<file path="config.mk">
export PLATFORM = sky130hd
export DESIGN_NAME = brw_unit
export DESIGN_NICKNAME = d
export VERILOG_FILES = /design/src/rtl/brw_pkg.sv /design/src/rtl/brw_cond_eval.sv /design/src/rtl/brw_resolve.sv /design/src/rtl/brw_unit.sv
export SDC_FILE = /design/constraint.sdc
export NUM_CORES = 1
export LEC_CHECK = 0
export BUFFER_PORTS_ARGS = -buffer_cell sky130_fd_sc_hd__buf_2
export CAP_MARGIN = 20
export CORE_AREA = 4 4 139 141
export DETAILED_ROUTE_END_ITERATION = 7
export DIE_AREA = 0 0 143 145
export GPL_TIMING_DRIVEN = 0
export PLACE_DENSITY = 0.59
export SYNTH_ARGS = -nofsm -noshare
export SYNTH_HDL_FRONTEND = slang
export SYNTH_HIERARCHICAL = 1
export SYNTH_SLANG_ARGS = --single-unit
export TNS_END_PERCENT = 100
</file>
<file path="constraint.sdc">
create_clock -name clk -period 9.2 [get_ports clk]
set_input_delay 0.92 -clock clk [delete_from_list [all_inputs] [get_ports clk]]
set_output_delay 0.92 -clock clk [all_outputs]
set_load 0.02 [all_outputs]
</file>
<file path="src/rtl/brw_pkg.sv">
package brw_pkg;
   typedef enum logic [2:0] {
      OP_B    = 3'd0,
      OP_BC   = 3'd1,
      OP_CBZ  = 3'd2,
      OP_CBNZ = 3'd3,
      OP_BL   = 3'd4,
      OP_BX   = 3'd5,
      OP_BLX  = 3'd6,
      OP_RSV  = 3'd7
   } brw_op_e;

   typedef struct packed {
      logic n;
      logic z;
      logic c;
      logic v;
   } brw_flags_t;
endpackage

</file>
<file path="src/rtl/brw_cond_eval.sv">
module brw_cond_eval
   import brw_pkg::*;
(
   input  logic [3:0] cond,
   input  brw_flags_t fl,
   output logic       pass
);
   logic base;

   always_comb begin
      unique case (cond[3:1])
         3'd0:    base = fl.z;
         3'd1:    base = fl.c;
         3'd2:    base = fl.n;
         3'd3:    base = fl.v;
         3'd4:    base = fl.c & ~fl.z;
         3'd5:    base = (fl.n == fl.v);
         3'd6:    base = ~fl.z & (fl.n == fl.v);
         default: base = 1'b1;
      endcase
   end

   // pair 7 has no complement: bit 0 is ignored there
   assign pass = (cond[3:1] == 3'd7) ? 1'b1 : (base ^ cond[0]);
endmodule

</file>
<file path="src/rtl/brw_resolve.sv">
module brw_resolve
   import brw_pkg::*;
#(
   parameter int AW          = 32,
   parameter int PC_AHEAD    = 4,
   parameter int CBZ_MAX     = 126,
   parameter bit ALIGN_CHECK = 1'b1
) (
   input  brw_op_e         op,
   input  logic [3:0]      cond,
   input  brw_flags_t      fl,
   input  logic [AW-1:0]   off,
   input  logic [AW-1:0]   rv,
   input  logic            rv_is_pc,
   input  logic [AW-1:0]   pc,
   input  logic            len4,
   input  logic            mode_in,
   output logic            tk,
   output logic [AW-1:0]   tgt,
   output logic            lwe,
   output logic [AW-1:0]   lval,
   output logic            mode_out,
   output logic            ill,
   output logic            fault
);
   localparam logic [AW-1:0] AHEAD_V = AW'(PC_AHEAD);
   localparam logic [AW-1:0] CBZ_LIM = AW'(CBZ_MAX);
   localparam logic [AW-1:0] LEN_S   = AW'(2);
   localparam logic [AW-1:0] LEN_L   = AW'(4);

   logic            cpass;
   logic [AW-1:0]   fall, ahead, rel, opnd;
   logic            opnd_zero, cbz_bad, indirect, sel_tk;
   logic [AW-1:0]   sel_tgt;

   brw_cond_eval u_cond (
      .cond (cond),
      .fl   (fl),
      .pass (cpass)
   );

   assign fall      = pc + (len4 ? LEN_L : LEN_S);
   assign ahead     = pc + AHEAD_V;
   assign rel       = ahead + off;
   assign opnd      = rv_is_pc ? ahead : rv;
   assign opnd_zero = (opnd == '0);
   assign cbz_bad   = off[AW-1] | (off > CBZ_LIM);
   assign indirect  = (op == OP_BX) || (op == OP_BLX);

   always_comb begin
      sel_tk  = 1'b0;
      sel_tgt = rel;
      lwe     = 1'b0;
      ill     = 1'b0;
      unique case (op)
         OP_B:    sel_tk = 1'b1;
         OP_BC:   sel_tk = cpass;
         OP_CBZ:  begin sel_tk = ~cbz_bad & opnd_zero;  ill = cbz_bad; end
         OP_CBNZ: begin sel_tk = ~cbz_bad & ~opnd_zero; ill = cbz_bad; end
         OP_BL:   begin sel_tk = 1'b1; lwe = 1'b1; end
         OP_BX:   begin sel_tk = 1'b1; sel_tgt = {opnd[AW-1:1], 1'b0}; end
         OP_BLX:  begin sel_tk = 1'b1; lwe = 1'b1; sel_tgt = {opnd[AW-1:1], 1'b0}; end
         default: ill = 1'b1;
      endcase
   end

   assign tk       = sel_tk;
   assign tgt      = sel_tk ? sel_tgt : fall;
   assign lval     = {fall[AW-1:1], mode_in};
   assign mode_out = indirect ? opnd[0] : mode_in;

   generate
      if (ALIGN_CHECK) begin : g_align
         assign fault = indirect & ~opnd[0] & opnd[1];
      end else begin : g_noalign
         assign fault = 1'b0;
      end
   endgenerate
endmodule

</file>
<file path="src/rtl/brw_unit.sv">
module brw_unit
   import brw_pkg::*;
#(
   parameter int AW          = 32,
   parameter int PC_AHEAD    = 4,
   parameter int CBZ_MAX     = 126,
   parameter bit ALIGN_CHECK = 1'b1
) (
   input  logic          clk,
   input  logic          rst_n,
   input  logic [2:0]    op_kind,
   input  logic [3:0]    cond,
   input  logic [3:0]    flags,
   input  logic [AW-1:0] imm_off,
   input  logic [AW-1:0] reg_val,
   input  logic          reg_is_pc,
   input  logic [AW-1:0] cur_pc,
   input  logic          len4,
   input  logic          cur_mode,
   output logic          taken,
   output logic [AW-1:0] target,
   output logic          link_we,
   output logic [AW-1:0] link_val,
   output logic          next_mode,
   output logic          illegal,
   output logic          align_fault
);
   generate
      if (AW < 8) begin : g_bad_aw
         $error("brw_unit: AW must be at least 8");
      end
      if (CBZ_MAX < 0 || CBZ_MAX >= (1 << (AW - 2))) begin : g_bad_lim
         $error("brw_unit: CBZ_MAX out of range");
      end
   endgenerate

   logic            c_tk, c_lwe, c_mode, c_ill, c_fault;
   logic [AW-1:0]   c_tgt, c_lval;
   logic            vld_q;

   brw_resolve #(
      .AW(AW), .PC_AHEAD(PC_AHEAD), .CBZ_MAX(CBZ_MAX), .ALIGN_CHECK(ALIGN_CHECK)
   ) u_res (
      .op       (brw_op_e'(op_kind)),
      .cond     (cond),
      .fl       (brw_flags_t'(flags)),
      .off      (imm_off),
      .rv       (reg_val),
      .rv_is_pc (reg_is_pc),
      .pc       (cur_pc),
      .len4     (len4),
      .mode_in  (cur_mode),
      .tk       (c_tk),
      .tgt      (c_tgt),
      .lwe      (c_lwe),
      .lval     (c_lval),
      .mode_out (c_mode),
      .ill      (c_ill),
      .fault    (c_fault)
   );

   always_ff @(posedge clk) begin
      if (!rst_n) begin
         taken       <= 1'b0;
         target      <= '0;
         link_we     <= 1'b0;
         link_val    <= '0;
         next_mode   <= 1'b0;
         illegal     <= 1'b0;
         align_fault <= 1'b0;
         vld_q       <= 1'b0;
      end else begin
         taken       <= c_tk;
         target      <= c_tgt;
         link_we     <= c_lwe;
         link_val    <= c_lval;
         next_mode   <= c_mode;
         illegal     <= c_ill;
         align_fault <= c_fault;
         vld_q       <= 1'b1;
      end
   end

   // outputs of a cycle belong to the inputs of the cycle before
   p_al_taken_r3: assert property (@(posedge clk) disable iff (!rst_n)
      (vld_q && $past(op_kind) == 3'd1 && $past(cond[3:1]) == 3'd7) |-> taken);

   p_cbz_range_r5: assert property (@(posedge clk) disable iff (!rst_n)
      (vld_q && ($past(op_kind) == 3'd2 || $past(op_kind) == 3'd3) &&
       ($past(imm_off[AW-1]) || $past(imm_off) > AW'(CBZ_MAX)))
      |-> (!taken && illegal));

   p_link_src_r7: assert property (@(posedge clk) disable iff (!rst_n)
      (vld_q && link_we) |-> ($past(op_kind) == 3'd4 || $past(op_kind) == 3'd6));

   p_link_mode_r7: assert property (@(posedge clk) disable iff (!rst_n)
      (vld_q && link_we) |-> (link_val[0] == $past(cur_mode)));

   p_ind_even_r8: assert property (@(posedge clk) disable iff (!rst_n)
      (vld_q && ($past(op_kind) == 3'd5 || $past(op_kind) == 3'd6))
      |-> (taken && !target[0]));

   p_fault_kind_r9: assert property (@(posedge clk) disable iff (!rst_n)
      (vld_q && align_fault) |-> (!next_mode && target[1]));

   p_fallthru_r10: assert property (@(posedge clk) disable iff (!rst_n)
      (vld_q && !taken) |-> (target == $past(cur_pc) + ($past(len4) ? AW'(4) : AW'(2))));

   p_rsv_r11: assert property (@(posedge clk) disable iff (!rst_n)
      (vld_q && $past(op_kind) == 3'd7) |-> (illegal && !taken && !link_we));
endmodule

</file>
Word-level counts from Yosys, hierarchy flattened. Index checks and enable logic that the tools add are counted. W data, S select, Z words.

Word-level logic and storage cells: 56. Register bits after elaboration: 69. Input port bits: 112.

$add $sub $neg: 3. Eq/ne operators: 14. Muxes and demuxes: 10. Bitwise gates (word level): 12. Order comparisons: 1. Reduce and logical (&&, ||, !) cells: 9.

Operator list (count): $mux W32 (3); $add A32 B32 Y32 (2); $add A32 B3 Y32 const B (1); $gt A32 B7 Y1 const B (1); $logic_not A32 Y1 (1); $eq A3 B3 Y1 const B (7); $eq A3 B2 Y1 const B (4); $pmux W1 S7 (1); $and A1 B1 Y1 (6); $eq A3 B1 Y1 const B (2); $logic_not A3 Y1 (2); $reduce_or A2 Y1 (3); $reduce_or A5 Y1 (1); $not A1 Y1 (4); $pmux W1 S4 (1); $reduce_or A4 Y1 (1); $mux W1 (3); $mux W3 (1); $pmux W1 S2 (1); $eq A1 B1 Y1 (1); $logic_or A1 B1 Y1 (1); $or A1 B1 Y1 (1); $xor A1 B1 Y1 (1).

Logic depth before layout (Yosys ltp).
Depth in word-level cells: 7. Depth in mapped cells: 18. Depth with buffers taken out: 16.

By module. The synthesis kept the hierarchy.

By module, submodules not included: brw_resolve (times used 1, area each 4374.2 sq um, cells an instance 645); brw_unit (times used 1, area each 1880.6 sq um, cells an instance 145); brw_cond_eval (times used 1, area each 141.4 sq um, cells an instance 20).

Worst setup path after synthesis. Ideal clock, no wire load.

Path kind: in2reg. Start point: in cur_pc[4]. End point: reg target[28]. Arrival: 4.217 ns. Slack: 4.868 ns. Setup time: 0.115 ns. Stages: 18. Path through: buf_2 nand4_1 or2_1 clkbuf_1 clkbuf_1 nor3_1 xor2_1 ha_1 a21o_1 a21oi_1 nor2b_1 o221ai_1 a21oi_1 o41ai_1 xor2_1 a21oi_1 mux2_4 and2_1.

Cells in the longest elaborated chain, start to end: 7.

RTL lines: start: declaration (RTL line brw_unit.sv:17) `input logic [AW-1:0] cur_pc,`; branches (longest 6 deep; another with $add A32 B3 Y32); $mux W32 * (RTL line brw_resolve.sv:68) `assign tgt = sel_tk ? sel_tgt : fall;`; net c_tgt[28] (RTL line brw_unit.sv:38) `logic [AW-1:0] c_tgt, c_lval;`; end signal: assignment (RTL line brw_unit.sv:74) `target <= c_tgt;`; end: declaration (RTL line brw_unit.sv:21) `output logic [AW-1:0] target,`.

Mark *: on every way through the listed nets, which the timed path passes. A chain may end at the register's enable or synchronous reset.

Worst setup path after layout.
Start point: in cur_pc[2]. End point: reg target[25].

The elaborated chain is that of the path after synthesis.

==> out/metrics.yaml <==
floorplan:
  io_pins: 181
  row_count: 49
  coreArea_sq_um: 17960
  dieWidth_um: 143
  die_y_um: 145
  dieArea_sq_um: 20740
  initial_core_util_pct: 35.61
logic_synthesis:
  synth_compound_area_share_pct: 17.16
  synth_seq_cells: 69
  yosys_warnings: 6
  syn_nets: 958
  yosys.area_share.adder_pct: 7.277
  yosysMostFrequentCell: "dfxtp_1"
  yosys_most_used_dff: "dfxtp_1"
  synth_xor_area_share_pct: 9.722
  synthSimpleGateAreaFrac_pct: 30.20
  synthArstFlopShare_pct: 0
  synth.distinct_cells: 72
  synthTopCellsByArea: "dfxtp_1 (22%), ha_1 (6.7%), xnor2_1 (5.8%), and2_1 (5.5%), mux2_4 (4.5%)"
  synth.avg_cell_area_sq_um: 7.896
  synth-seq-area-share_pct: 21.60
  synth_top_area_share_pct: 21.60
  synthMuxAreaShare_pct: 8.685
  synth_common_cells: "dfxtp_1 (69), nor2_1 (67), nand2_1 (58)"
  syn-cell-area_sq_um: 6396
  synth_top_family_by_area: "simple AND/OR/NAND/NOR gates"
  synth_top_cell_by_area: "dfxtp_1"
  netlist_instances: 810
  synth-edff-count: 0
power:
  p_int_uw: 721.2
  swShare_pct: 34.22
  p_leak_nw: 3.497
  power.share.combinational_pct: 38.3
  peakVddDrop_mv: 0.1454
  p_switching_uw: 375.1
  p_seq_share_pct: 30.5
  powerDensity_nw_per_um2: 140.4
  p_clk_share_pct: 31.2
clock_network:
  htree_levels: 3
  cts_resized: 0
  cts_tree: "built"
  clk_pin_slew_ps: 60
  root_buffer: "clkbuf_16"
  cts_buffer_depth: 2
  clock-sinks: 69
  ctsHoldBuffers: 0
  cts_setup_buffers: 0
  cts-buffers-inserted: 9
placement:
  routabilityCongestion: 0.9470
  dp_hpwl_um: 18820
  place_ws_ps: 4088
  placed_cells: 1203
  port_buffers: 164
timing:
  fin_crit_sh_pct: 53.72
  worst_pin_slew_ps: 972.2
  fin_tns_setup_ps: 0
  timing.slew.headroom_pct: 34.59
  hold_viol_final: 0
  fin_ws_ps: 4258
  rsz0062_at_grt: "no"
  period_minus_slack_ps: 4942
  finalSetupViolCount: 0
  slew_violations: 0
  timing.fmax_mhz: 202.3
routing:
  wire_per_inst_um: 18.22
  antenna_left: 0
  drcViolationCount: 0
  wl_um: 22230
  drtIter0Drc: 375
  vias: 6398
  firstDrtPassIters: 4
  avgViaCountPerCell: 5.244
cells_and_area:
  drive_above_1_share_pct: 26.46
  stdcell_count: 1220
  area_growth_pct: 22.07
  utilization_pct: 43.46
  nets: 1133
global_route:
  antenna_found_initial: 2
  grt_max_degree: 13
  first_global_vias: 6006
  grt_use_total_pct: 20.51
  grt_pass1_wl_um: 33350
  overflow: 0
setup_path:
  critical_path_required_ps: 9480
  crit_type: "in2reg"
  worstPathArrival_ps: 5220
  startpoint_type: "primary input"
  cp-end-kind: "flip-flop"
  path_max_fanout: 10
min_path:
  min_path_type: "in2reg"
flow_run:
  cap_violations: 0
outcome:
  outcome: "completed"
## metal layers
metal  wire [um]  up-vias  GRT usage, %
li1            -     3250             -
met1       10340     2907         29.36
met2       10030      218         32.17
met3        1449       21         2.402
met4         394        2         6.274
met5           7        -             0
## stage by stage
step	area, sq um	hold WS, ps	power (mW)
after floorplan	6396	1126	0.6197
final	7807	892.8	1.096
after global routing	7807	894.9	1.149
after CTS	7805	885.3	1.098
after global placement	7503	1231	0.7518
after detailed placement	7503	1232	0.7523
## cell usage in the layout, fill, tap and decap left out, types with 7 or more instances in the layout
cell,n
a21o_1,9
a21oi_1,37
a31oi_1,11
and2_1,56
and2_2,16
and3_1,9
buf_2,172
buf_6,7
clkbuf_1,20
clkbuf_16,9
dfxtp_1,69
ha_1,34
inv_1,25
mux2_4,19
mux2i_1,18
nand2_1,58
nand2b_1,10
nand3_1,28
nand4_1,15
nor2_1,67
nor2b_1,13
nor3_1,17
nor4_1,19
o21ai_0,36
or2_2,7
or3_1,14
xnor2_1,42
xor2_1,29
## worst max-delay path, cell delays in order
cell,delay (ps)
buf_2,170
ha_1,200
nand3_1,120
clkbuf_1,260
nor4_1,380
xor2_1,390
ha_1,350
a21o_1,220
a21o_1,180
o21ai_0,390
nand2b_1,150
o211ai_1,280
nand2_1,140
a211o_1,310
a22oi_1,400
mux2_4,220
and2_2,120
## final timing paths
kind	cells past startpoint	startpoint	to	slack [ps]
min	2	rst_n	next_mode	890
max	17	cur_pc[2]	target[25]	4260
## registers in the layout (all words and copies together) (netlist names)
signal / flops
link_val: 32
target: 32
align_fault: 1
illegal: 1
link_we: 1
next_mode: 1
taken: 1
## kinds of logic (layout without fill, tap and decap cells)
kind of cell | count (synthesis) | after routing
flip-flops | 69 | 69
buffers and inverters | 71 | 251
multiplexers | 45 | 45
AND/OR/NAND/NOR | 356 | 356
XOR/XNOR | 71 | 71
other | 0 | 1
adder cells (fa/ha/maj) | 36 | 36
AO/OA/AOI/OAI | 162 | 162
## power by group through the flow
stage / clock (mW) / sequential (mW) / combinational [mW]
final: 0.342 / 0.334 / 0.420
after global routing: 0.362 / 0.336 / 0.451
after CTS: 0.350 / 0.334 / 0.414
after detailed placement: 0 / 0.341 / 0.412
after global placement: 0 / 0.341 / 0.411
after floorplan: 0 / 0.378 / 0.241
## layout make-up
cell class	count	area (sq um)
Clock buffer	10	239.0
Fill cell	1836	10160
Tap cell	229	286.5
Timing Repair Buffer	164	820.8
Antenna cell	1	2.502
Sequential cell	69	1381
Clock inverter	6	62.56
Buffer	46	249.0
Inverter	25	93.84
Multi-Input combinational cell	670	4672
(Power assumes the default switching activity.)
